## src/rtl/twi_eep_pkg.sv

```systemverilog
package twi_eep_pkg;
  localparam int BYTE_W = 8;
  localparam int CNT_W  = 4;
  localparam int SEL_W  = 3;
  localparam int CODE_W = 4;

  typedef enum logic [2:0] {
    ST_IDLE,
    ST_CTRL,
    ST_ADDR,
    ST_WDATA,
    ST_RDATA
  } twi_state_t;
endpackage

```

## src/rtl/twi_line_mon.sv

```systemverilog
module twi_line_mon (
  input  logic clk,
  input  logic rst,
  input  logic scl_i,
  input  logic sda_i,
  output logic scl_rise,
  output logic scl_fall,
  output logic start_det,
  output logic stop_det
);
  logic scl_q, sda_q;

  always_ff @(posedge clk) begin
    if (rst) begin
      scl_q <= 1'b1;
      sda_q <= 1'b1;
    end else begin
      scl_q <= scl_i;
      sda_q <= sda_i;
    end
  end

  // SDA moving while SCL holds high marks a bus condition
  assign scl_rise  = scl_i & ~scl_q;
  assign scl_fall  = ~scl_i & scl_q;
  assign start_det = scl_i & scl_q & sda_q & ~sda_i;
  assign stop_det  = scl_i & scl_q & ~sda_q & sda_i;
endmodule

```

## src/rtl/twi_rx_shift.sv

```systemverilog
module twi_rx_shift
  import twi_eep_pkg::*;
(
  input  logic              clk,
  input  logic              rst,
  input  logic              clr,
  input  logic              en,
  input  logic              scl_rise,
  input  logic              sda_i,
  output logic [CNT_W-1:0]  bit_cnt,
  output logic [BYTE_W-1:0] rx_byte,
  output logic              byte_done,
  output logic              ack_slot
);
  localparam logic [CNT_W-1:0] LAST_BIT = CNT_W'(BYTE_W - 1);
  localparam logic [CNT_W-1:0] ACK_BIT  = CNT_W'(BYTE_W);

  logic [BYTE_W-2:0] shreg;

  always_ff @(posedge clk) begin
    if (rst || clr) begin
      bit_cnt <= '0;
      shreg   <= '0;
    end else if (en && scl_rise) begin
      if (bit_cnt == ACK_BIT) begin
        bit_cnt <= '0;
      end else begin
        bit_cnt <= bit_cnt + 1'b1;
        shreg   <= {shreg[BYTE_W-3:0], sda_i};
      end
    end
  end

  assign rx_byte   = {shreg, sda_i};
  assign byte_done = en && scl_rise && (bit_cnt == LAST_BIT);
  assign ack_slot  = en && scl_rise && (bit_cnt == ACK_BIT);
endmodule

```

## src/rtl/twi_sda_drv.sv

```systemverilog
module twi_sda_drv #(
  parameter int HOLD_CLKS = 4
) (
  input  logic clk,
  input  logic rst,
  input  logic scl_fall,
  input  logic tgt,
  output logic oe
);
  localparam int HW = $clog2(HOLD_CLKS + 2);

  logic [HW-1:0] hold_cnt;
  logic          pend;
  logic          tgt_q;

  always_ff @(posedge clk) begin
    if (rst) begin
      oe       <= 1'b0;
      pend     <= 1'b0;
      tgt_q    <= 1'b0;
      hold_cnt <= '0;
    end else if (scl_fall) begin
      pend     <= 1'b1;
      tgt_q    <= tgt;
      hold_cnt <= HW'(HOLD_CLKS);
    end else if (pend) begin
      if (hold_cnt == '0) begin
        oe   <= tgt_q;
        pend <= 1'b0;
      end else begin
        hold_cnt <= hold_cnt - 1'b1;
      end
    end
  end
endmodule

```

## src/rtl/twi_eeprom_slave.sv

```systemverilog
module twi_eeprom_slave
  import twi_eep_pkg::*;
#(
  parameter int               HOLD_CLKS = 4,
  parameter logic [CODE_W-1:0] DEV_CODE = 4'b1010
) (
  input  logic              clk,
  input  logic              rst,
  input  logic              scl_i,
  input  logic              sda_i,
  input  logic [SEL_W-1:0]  strap_i,
  input  logic              busy_i,
  input  logic [BYTE_W-1:0] rd_data_i,
  output logic              sda_oe_o,
  output logic              waddr_vld_o,
  output logic [BYTE_W-1:0] waddr_o,
  output logic              wdata_vld_o,
  output logic [BYTE_W-1:0] wdata_o,
  output logic              rd_next_o,
  output logic              stop_o
);
  localparam logic [CNT_W-1:0] ACK_BIT = CNT_W'(BYTE_W);
  localparam int IDX_W = $clog2(BYTE_W);

  twi_state_t        state;
  logic              scl_rise, scl_fall, start_det, stop_det;
  logic [CNT_W-1:0]  bit_cnt;
  logic [BYTE_W-1:0] rx_byte;
  logic              byte_done, ack_slot;
  logic              slave_ack, sel;
  logic [BYTE_W-1:0] tx_sh;
  logic [IDX_W-1:0]  tx_idx;
  logic              ctrl_hit;
  logic              drv_tgt;

  twi_line_mon u_mon (
    .clk       (clk),
    .rst       (rst),
    .scl_i     (scl_i),
    .sda_i     (sda_i),
    .scl_rise  (scl_rise),
    .scl_fall  (scl_fall),
    .start_det (start_det),
    .stop_det  (stop_det)
  );

  twi_rx_shift u_rx (
    .clk       (clk),
    .rst       (rst),
    .clr       (start_det),
    .en        (state != ST_IDLE),
    .scl_rise  (scl_rise),
    .sda_i     (sda_i),
    .bit_cnt   (bit_cnt),
    .rx_byte   (rx_byte),
    .byte_done (byte_done),
    .ack_slot  (ack_slot)
  );

  assign ctrl_hit = (rx_byte[BYTE_W-1 -: CODE_W] == DEV_CODE) &&
                    (rx_byte[SEL_W:1] == strap_i) && !busy_i;

  // Control/transfer sequencing, decided at the eighth and ninth SCL rise
  always_ff @(posedge clk) begin
    if (rst) begin
      state       <= ST_IDLE;
      slave_ack   <= 1'b0;
      sel         <= 1'b0;
      waddr_vld_o <= 1'b0;
      waddr_o     <= '0;
      wdata_vld_o <= 1'b0;
      wdata_o     <= '0;
      rd_next_o   <= 1'b0;
      stop_o      <= 1'b0;
    end else begin
      waddr_vld_o <= 1'b0;
      wdata_vld_o <= 1'b0;
      rd_next_o   <= 1'b0;
      stop_o      <= 1'b0;
      if (start_det) begin
        state     <= ST_CTRL;
        slave_ack <= 1'b0;
        sel       <= 1'b0;
      end else if (stop_det) begin
        state     <= ST_IDLE;
        slave_ack <= 1'b0;
        stop_o    <= sel;
        sel       <= 1'b0;
      end else if (byte_done) begin
        unique case (state)
          ST_CTRL: begin
            if (ctrl_hit) begin
              slave_ack <= 1'b1;
              sel       <= 1'b1;
              state     <= rx_byte[0] ? ST_RDATA : ST_ADDR;
            end else begin
              state <= ST_IDLE;
            end
          end
          ST_ADDR: begin
            if (!busy_i) begin
              slave_ack   <= 1'b1;
              waddr_vld_o <= 1'b1;
              waddr_o     <= rx_byte;
              state       <= ST_WDATA;
            end else begin
              state <= ST_IDLE;
            end
          end
          ST_WDATA: begin
            if (!busy_i) begin
              slave_ack   <= 1'b1;
              wdata_vld_o <= 1'b1;
              wdata_o     <= rx_byte;
            end else begin
              state <= ST_IDLE;
            end
          end
          default: ;
        endcase
      end else if (ack_slot) begin
        if (slave_ack) begin
          slave_ack <= 1'b0;
        end else if (state == ST_RDATA) begin
          if (sda_i) state <= ST_IDLE;
          else       rd_next_o <= 1'b1;
        end
      end
    end
  end

  // Transmit shift register, loaded at the fall that opens each read byte
  always_ff @(posedge clk) begin
    if (rst) begin
      tx_sh <= '0;
    end else if (scl_fall && state == ST_RDATA && bit_cnt == '0) begin
      tx_sh <= rd_data_i;
    end
  end

  assign tx_idx = IDX_W'(BYTE_W - 1) - bit_cnt[IDX_W-1:0];

  always_comb begin
    drv_tgt = 1'b0;
    if (state != ST_IDLE) begin
      if (bit_cnt == ACK_BIT) begin
        drv_tgt = slave_ack;
      end else if (state == ST_RDATA) begin
        drv_tgt = (bit_cnt == '0) ? ~rd_data_i[BYTE_W-1] : ~tx_sh[tx_idx];
      end
    end
  end

  twi_sda_drv #(.HOLD_CLKS(HOLD_CLKS)) u_drv (
    .clk      (clk),
    .rst      (rst),
    .scl_fall (scl_fall),
    .tgt      (drv_tgt),
    .oe       (sda_oe_o)
  );
endmodule

```

## config.mk

```make
export PLATFORM = sky130hd
export DESIGN_NAME = twi_eeprom_slave
export DESIGN_NICKNAME = d
export VERILOG_FILES = /design/src/rtl/twi_eep_pkg.sv /design/src/rtl/twi_line_mon.sv /design/src/rtl/twi_rx_shift.sv /design/src/rtl/twi_sda_drv.sv /design/src/rtl/twi_eeprom_slave.sv
export SDC_FILE = /design/constraint.sdc
export NUM_CORES = 1
export LEC_CHECK = 0
export ABC_AREA = 1
export BUFFER_PORTS_ARGS = -buffer_cell sky130_fd_sc_hd__clkbuf_2
export CORE_MARGIN = 4
export CORE_UTILIZATION = 50
export DETAILED_ROUTE_END_ITERATION = 12
export GPL_ROUTABILITY_DRIVEN = 1
export PLACE_DENSITY = 0.78
export REMOVE_ABC_BUFFERS = 1
export SLEW_MARGIN = 20
export SYNTH_ARGS = -nofsm -noshare
export SYNTH_HDL_FRONTEND = slang
export SYNTH_SLANG_ARGS = --single-unit
```

## constraint.sdc

```tcl
create_clock -name clk -period 2 [get_ports clk]
set_clock_uncertainty 0.05 [all_clocks]
set_input_delay 0.2 -clock clk [delete_from_list [all_inputs] [get_ports clk]]
set_output_delay 0.2 -clock clk [all_outputs]
set_load 0.01 [all_outputs]
```

==> metrics.cfg, run 1 <==
[outcome]
outcome = finished clean

[detailed_routing]
wl_per_cell_um = 12.55
drtIter0Drc = 92
viasPerCell = 5.144
ant_nets = 0
first_pass_iters = 4
routed_wl_mm = 5.398
post-route-drc-count = 0
dr_total_vias = 2212

[sta]
max_slew_margin_pct = 73.36
fmax_ghz = 0.5612
fin_crit_ns = 1.782
drv_slew = 0
rsz0062_at_grt = false
final-hold-violation-count = 0
tns_ns = 0
fin_crit_sh_pct = 89.09
fin_hold_ws_ns = 0.09684
max_slew.worst_pin.slew_ns = 0.3965
setup_viol = 0

[finish]
num-fill-cells = 408
area_delta_synth_final_pct = 15.61
final_cell_mix = nand2_1 (60), nor2_1 (52), dfxtp_1 (52)
layout.cells.non_filler = 430
antenna_cells = 0
mostFrequentLayoutCell = nand2_1
final_nets = 397
drive_above_1_share_pct = 18.52
fin_util_pct = 61.30

[logic_synthesis]
synth_mux_area_share_pct = 0
synth_top_family_by_area = simple AND/OR/NAND/NOR gates
synth-compound-area-share_pct = 15.98
ys_warn_count = 0
synth_adder_area_share_pct = 2.110
avgSynthCellArea_um2 = 7.189
ys_seq_area_share_pct = 43.88
ys_types = 31
netlist_area_um2 = 2372
async_flop_share_pct = 0
synthCells = 330
ys_ff_latch = 52
synth_xor_area_share_pct = 0
synthSimpleGateAreaFrac_pct = 29.85
synth_edf_count = 0
ys.flop_type = dfxtp_1

[floorplan]
dieHeight_um = 76.88
io_pins = 37
dieWidth_um = 76.88
coreArea_um2 = 4474
start_util_pct = 53.02
rows = 24
dieArea_um2 = 5911

[global_route]
grt-ovfl-total = 0
grtUsageTotal_pct = 18.70
grt_max_degree = 22
grt_pass1_wl_mm = 9.204
antenna_found_initial = 0
grt_pass1_vias = 2182

[worst_setup_path]
cp_max_fo = 7
rr_startpoint = u_rx.bit_cnt[0]
critical_path_class = reg -> reg
regToRegEndpoint = state[1]
rrSetupSlack_ns = 0.22
worst-r2r-cell-count = 10
startpoint_type = flip-flop
crit_arrival_ns = 1.95
end_kind = flip-flop
crit_required_ns = 2.16

[pwr]
ir_worst_vdd_mv = 0.4327
p_leak_uw = 0.001263
power_density_nw_per_um2 = 649.6

[hold_path]
hold_start = rd_data_i[2]
hold_path_class = in -> reg
holdPathStages = 3
hold_end = tx_sh[2]

[cts]
cts_tree = done
clock_path_buffers = 2
clk_latency_ns = 0.30
clockRootBuffer = clkbuf_8
clk_pin_slew_ns = 0.10
cts-htree-levels = 2
tritoncts.num_buffers = 5
numClockSinks = 52

[placed_design]
gp_congestion = 0.9525
numPortBuffers = 36
placed_cells = 419
place_hpwl_mm = 4.000

[run]
cap_viol_max_count = 0

-- area by class of cell --
class	count	area (um2)	share of cell area, %
timing repair buffer	47	262.8	9.580
multi-input combinational	232	1137	41.47
tap	52	65.06	2.372
inverter	39	146.4	5.338
sequential	52	1041	37.96
clock inverter	3	21.27	0.7755
clock buffer	5	68.82	2.509
-- where the power goes --
group / internal [uW] / leakage [uW] / switching (uW)
combinational: 46.1 / 0.000798 / 81.8
clock: 249 / 0.0000445 / 352
sequential: 1050 / 0.000420 / 7.42
-- registers in the layout, summed over array words and instances (netlist names), 3 cells and up --
name,cells
u_drv.hold_cnt,3
tx_sh,8
u_rx.bit_cnt,4
state,3
waddr_o,8
wdata_o,8
u_rx.shreg,7
-- logic make-up after synthesis --
| kind of cell | Yosys count |
|---|---|
| buffers and inverters | 46 |
| adders and majority gates | 4 |
| AOI/OAI and AO/OA | 72 |
| DFF | 52 |
| and+or+nand+nor | 156 |
-- cells in the mapped netlist (3+ instances only) --
cell type | n | area share (%)
nand2_1 | 60 | 9.5
dfxtp_1 | 52 | 44
nor2_1 | 52 | 8.2
inv_1 | 35 | 5.5
a21oi_1 | 32 | 6.8
o21ai_0 | 32 | 6.8
nand3_1 | 22 | 4.6
nor3_1 | 7 | 1.5
ha_1 | 4 | 2.1
inv_2 | 3 | 0.47
nand2_4 | 3 | 1.4
nor2_4 | 3 | 1.4
-- layer usage --
metal	part of all wire [%]	global-route usage, %
met5	0	0
met4	1.7	7.609
met3	4.1	4.215
met2	47	30.75
met1	47	23.61
-- how the worst max path moves through the flow --
stage | depth (start not counted) | from | end
after global routing | 10 | u_rx.bit_cnt[0] | state[1]
after CTS | 8 | u_rx.bit_cnt[0] | waddr_o[1]
after global placement | 8 | u_rx.bit_cnt[0] | waddr_o[6]
final | 10 | u_rx.bit_cnt[0] | state[1]
after floorplan | 9 | u_rx.bit_cnt[0] | u_rx.shreg[0]
after detailed placement | 8 | u_rx.bit_cnt[0] | waddr_o[1]
-- stage by stage --
step / instance area (um2) / total power, uW / setup WS [ns]
after floorplan: 2325 / 1151 / 0.3955
after global placement: 2630 / 1201 / 0.2361
after detailed placement: 2630 / 1205 / 0.1542
after CTS: 2720 / 1800 / 0.1283
after global routing: 2743 / 1852 / 0.007074
final: 2743 / 1782 / 0.2181
-- critical path, cell delays in order, from the launching register on --
cell     delay (ns)
dfxtp_1        0.40
ha_1           0.21
nand2_1        0.08
nor2_1         0.17
nand3_2        0.21
nand2_1        0.13
nand2_1        0.06
nor2_1         0.20
inv_1          0.07
nor2_1         0.08
nor2_1         0.04
-- what timing repair did --
action                                  in CTS  in global routing
buffers inserted                             0                  3
hold buffers                                 0                  0
resized for setup                            0                  0
endpoints found under the setup margin       0                  4
No activity file was read; power rests on OpenSTA's default activity.
==> run 2, diff against run 1 <==
--- a/config.mk
+++ b/config.mk
@@ -5,7 +5,6 @@
 export SDC_FILE = /design/constraint.sdc
 export NUM_CORES = 1
 export LEC_CHECK = 0
-export ABC_AREA = 1
 export BUFFER_PORTS_ARGS = -buffer_cell sky130_fd_sc_hd__clkbuf_2
 export CORE_MARGIN = 4
 export CORE_UTILIZATION = 50
==> constraint.sdc (replaced) <==
create_clock -name clk -period 2 [get_ports clk]
set_clock_uncertainty 0.05 [all_clocks]
set_input_delay 0.4 -clock clk [delete_from_list [all_inputs] [get_ports clk]]
set_output_delay 0.4 -clock clk [all_outputs]
set_load 0.01 [all_outputs]
==> metrics.cfg, run 2 <==
[outcome]
outcome = finished clean

[logic_synthesis]
yosysTopAreaCellShare_pct = 45.99
ys.flop_type = dfxtp_1
ys_seq_area_share_pct = 45.99
synth.area.top_cells = dfxtp_1 (46%), mux2i_1 (15%), nor2_1 (7.1%)
yosysMostFrequentCell = dfxtp_1
yosys.area.top_type = dfxtp_1
synthCells = 234
netlist_area_um2 = 2263
ys_types = 43
ys_ff_latch = 52
async_flop_share_pct = 0
ys_warn_count = 0
yosys-top-cells-count = dfxtp_1 (52), nor2_1 (43), mux2i_1 (33), nand2_1 (10), nor3_1 (8)
synth_edf_count = 0
avgSynthCellArea_um2 = 9.673

[global_route]
grt_pass1_vias = 1710
grt-ovfl-total = 0
antenna_found_initial = 0
grt_max_degree = 20
grtUsageTotal_pct = 18.42
grt_pass1_wl_mm = 8.059

[worst_setup_path]
path_cells = or3b_4 -> nor3b_4 -> a31oi_2 -> or3_1 -> a21oi_1
critical_path_class = reg -> reg
crit_required_ns = 2.19
rr_startpoint = state[2]
crit_arrival_ns = 2.11
regToRegEndpoint = state[2]
cpMaxStageDelayCell = or3b_4
worst-r2r-cell-count = 5
startpoint_type = flip-flop
rrSetupSlack_ns = 0.08
end_kind = flip-flop
cp_max_fo = 5
crit_path_start = state[2]
max_stage_delay_ns = 0.46
endpoint = state[2]

[run]
cap_viol_max_count = 0

[cts]
cts_hold_buffers = 0
numClockSinks = 52
clk_pin_slew_ns = 0.09
clockRootBuffer = clkbuf_8
clock_path_buffers = 2
cts_resized = 0
clk_latency_ns = 0.31
cts_tree = done
post_cts_buffers = 0
tritoncts.num_buffers = 5
cts-htree-levels = 2

[sta]
fmax_ghz = 0.5216
final-hold-violation-count = 0
fin_crit_ns = 1.917
setup_viol = 0
fin_crit_sh_pct = 95.85
max_slew.worst_pin.slew_ns = 0.5734
drv_slew = 0
max_slew_margin_pct = 61.69
timing.final.ws_setup_ns = 0.08294
rsz0062_at_grt = true

[detailed_routing]
post-route-drc-count = 0
first_pass_iters = 4
viasPerCell = 5.338
dr_total_vias = 1799
ant_nets = 0
drtIter0Drc = 95
routed_wl_mm = 4.816
wl_per_cell_um = 14.29

[hold_path]
hold_path_class = in -> reg

[pwr]
p_switching_uw = 412.9
netSwitchingFraction_pct = 23.19
seqPwrFrac_pct = 59.0
power_density_nw_per_um2 = 645.9
p_int_uw = 1368
power.share.clock_pct = 34.5
comb_power_share_pct = 6.5
p_leak_uw = 0.001103
ir_worst_vdd_mv = 0.4055

[floorplan]
dieWidth_um = 75.28
coreArea_um2 = 4354
start_util_pct = 51.98
dieArea_um2 = 5667
rows = 24
dieHeight_um = 75.28
io_pins = 37

[finish]
antenna_cells = 0
fin_util_pct = 63.30
design_area_um2 = 2756
drive_above_1_share_pct = 28.77
final_nets = 304
area_delta_synth_final_pct = 21.78
final_cell_mix = dfxtp_1 (50), nor2_1 (43), clkbuf_2 (36)
top_regs = tx_sh: 8 flops, waddr_o: 8 flops, wdata_o: 8 flops
mostFrequentLayoutCell = dfxtp_1

[placed_design]
place_hpwl_mm = 3.488
pre_cts_ws_ns = 0.07853
gp_congestion = 0.9122
place_area_um2 = 2620
numPortBuffers = 36

==> run 2: changes by cell type in the layout (fill, tap and decap cells not counted), sizes merged, moves of 4 or more <==
cell,previous run,this run
a21oi,32,7
nand2b,0,7
nor2,56,44
buf,11,18
o21ai,34,1
nand3,24,3
a31oi,1,5
mux2i,0,33
or2,0,4
inv,39,5
nand2,64,10
xor2,0,4
==> run 2: kinds of logic after synthesis <==
| logic type | share of synthesized area (%) |
|---|---|
| XOR/XNOR | 2.322 |
| buffers and inverters | 2.985 |
| flip-flops | 45.99 |
| multiplexers | 16.58 |
| adder cells (fa/ha/maj) | 2.211 |
| AND/OR/NAND/NOR | 21.95 |
| AO/OA/AOI/OAI | 7.960 |
==> run 2: critical path: cells and delay by family, from the launching register on <==
family | cells | cell delay (ns)
flip-flops | 1 | 0.43
AO/OA/AOI/OAI | 2 | 0.30
AND/OR/NAND/NOR | 3 | 1.07
==> run 2: metal layers <==
layer	global-route usage (%)	wire (um)	vias up
li1	-	-	919
met1	25.66	2292	837
met2	27.80	2296	37
met3	4.272	154	6
met4	6.796	72	0
met5	0	0	-
==> run 2: per-stage QoR <==
step           power (uW)  cells  setup TNS [ns]  hold slack [ns]
4_1_cts              1798    337               0           0.2609
6_report             1780    337               0           0.2655
5_1_grt              1863    337        -0.01927           0.2699
3_3_place_gp         1188    329               0           0.3843
3_5_place_dp         1190    329               0           0.4027
2_1_floorplan        1132    223               0           0.3670
==> run 2: how the worst min path moves through the flow <==
stage / end / startpoint / depth (start not counted)
final: tx_sh[6] / rd_data_i[6] / 3
after global routing: tx_sh[3] / rd_data_i[3] / 3
after CTS: tx_sh[6] / rd_data_i[6] / 3
after detailed placement: stop_o / sel / 2
after global placement: u_drv.tgt_q / u_drv.tgt_q / 2
after floorplan: stop_o / sel / 2
==> run 2: power groups by stage <==
stage	Clock, uW	Sequential, uW	Combinational (uW)
after floorplan	0	1080	55.6
after global placement	0	1070	113
after detailed placement	0	1080	115
after CTS	631	1050	116
after global routing	683	1050	129
final	614	1050	116
==> run 2: layout make-up <==
class	count	area (um2)
clock buffers	6	82.58
clock inverters	2	10.01
fillers	367	1598
inverters	5	18.77
multi-input cells	166	1194
flip-flops and latches	52	1046
well taps	52	65.06
repair buffers	54	340.3
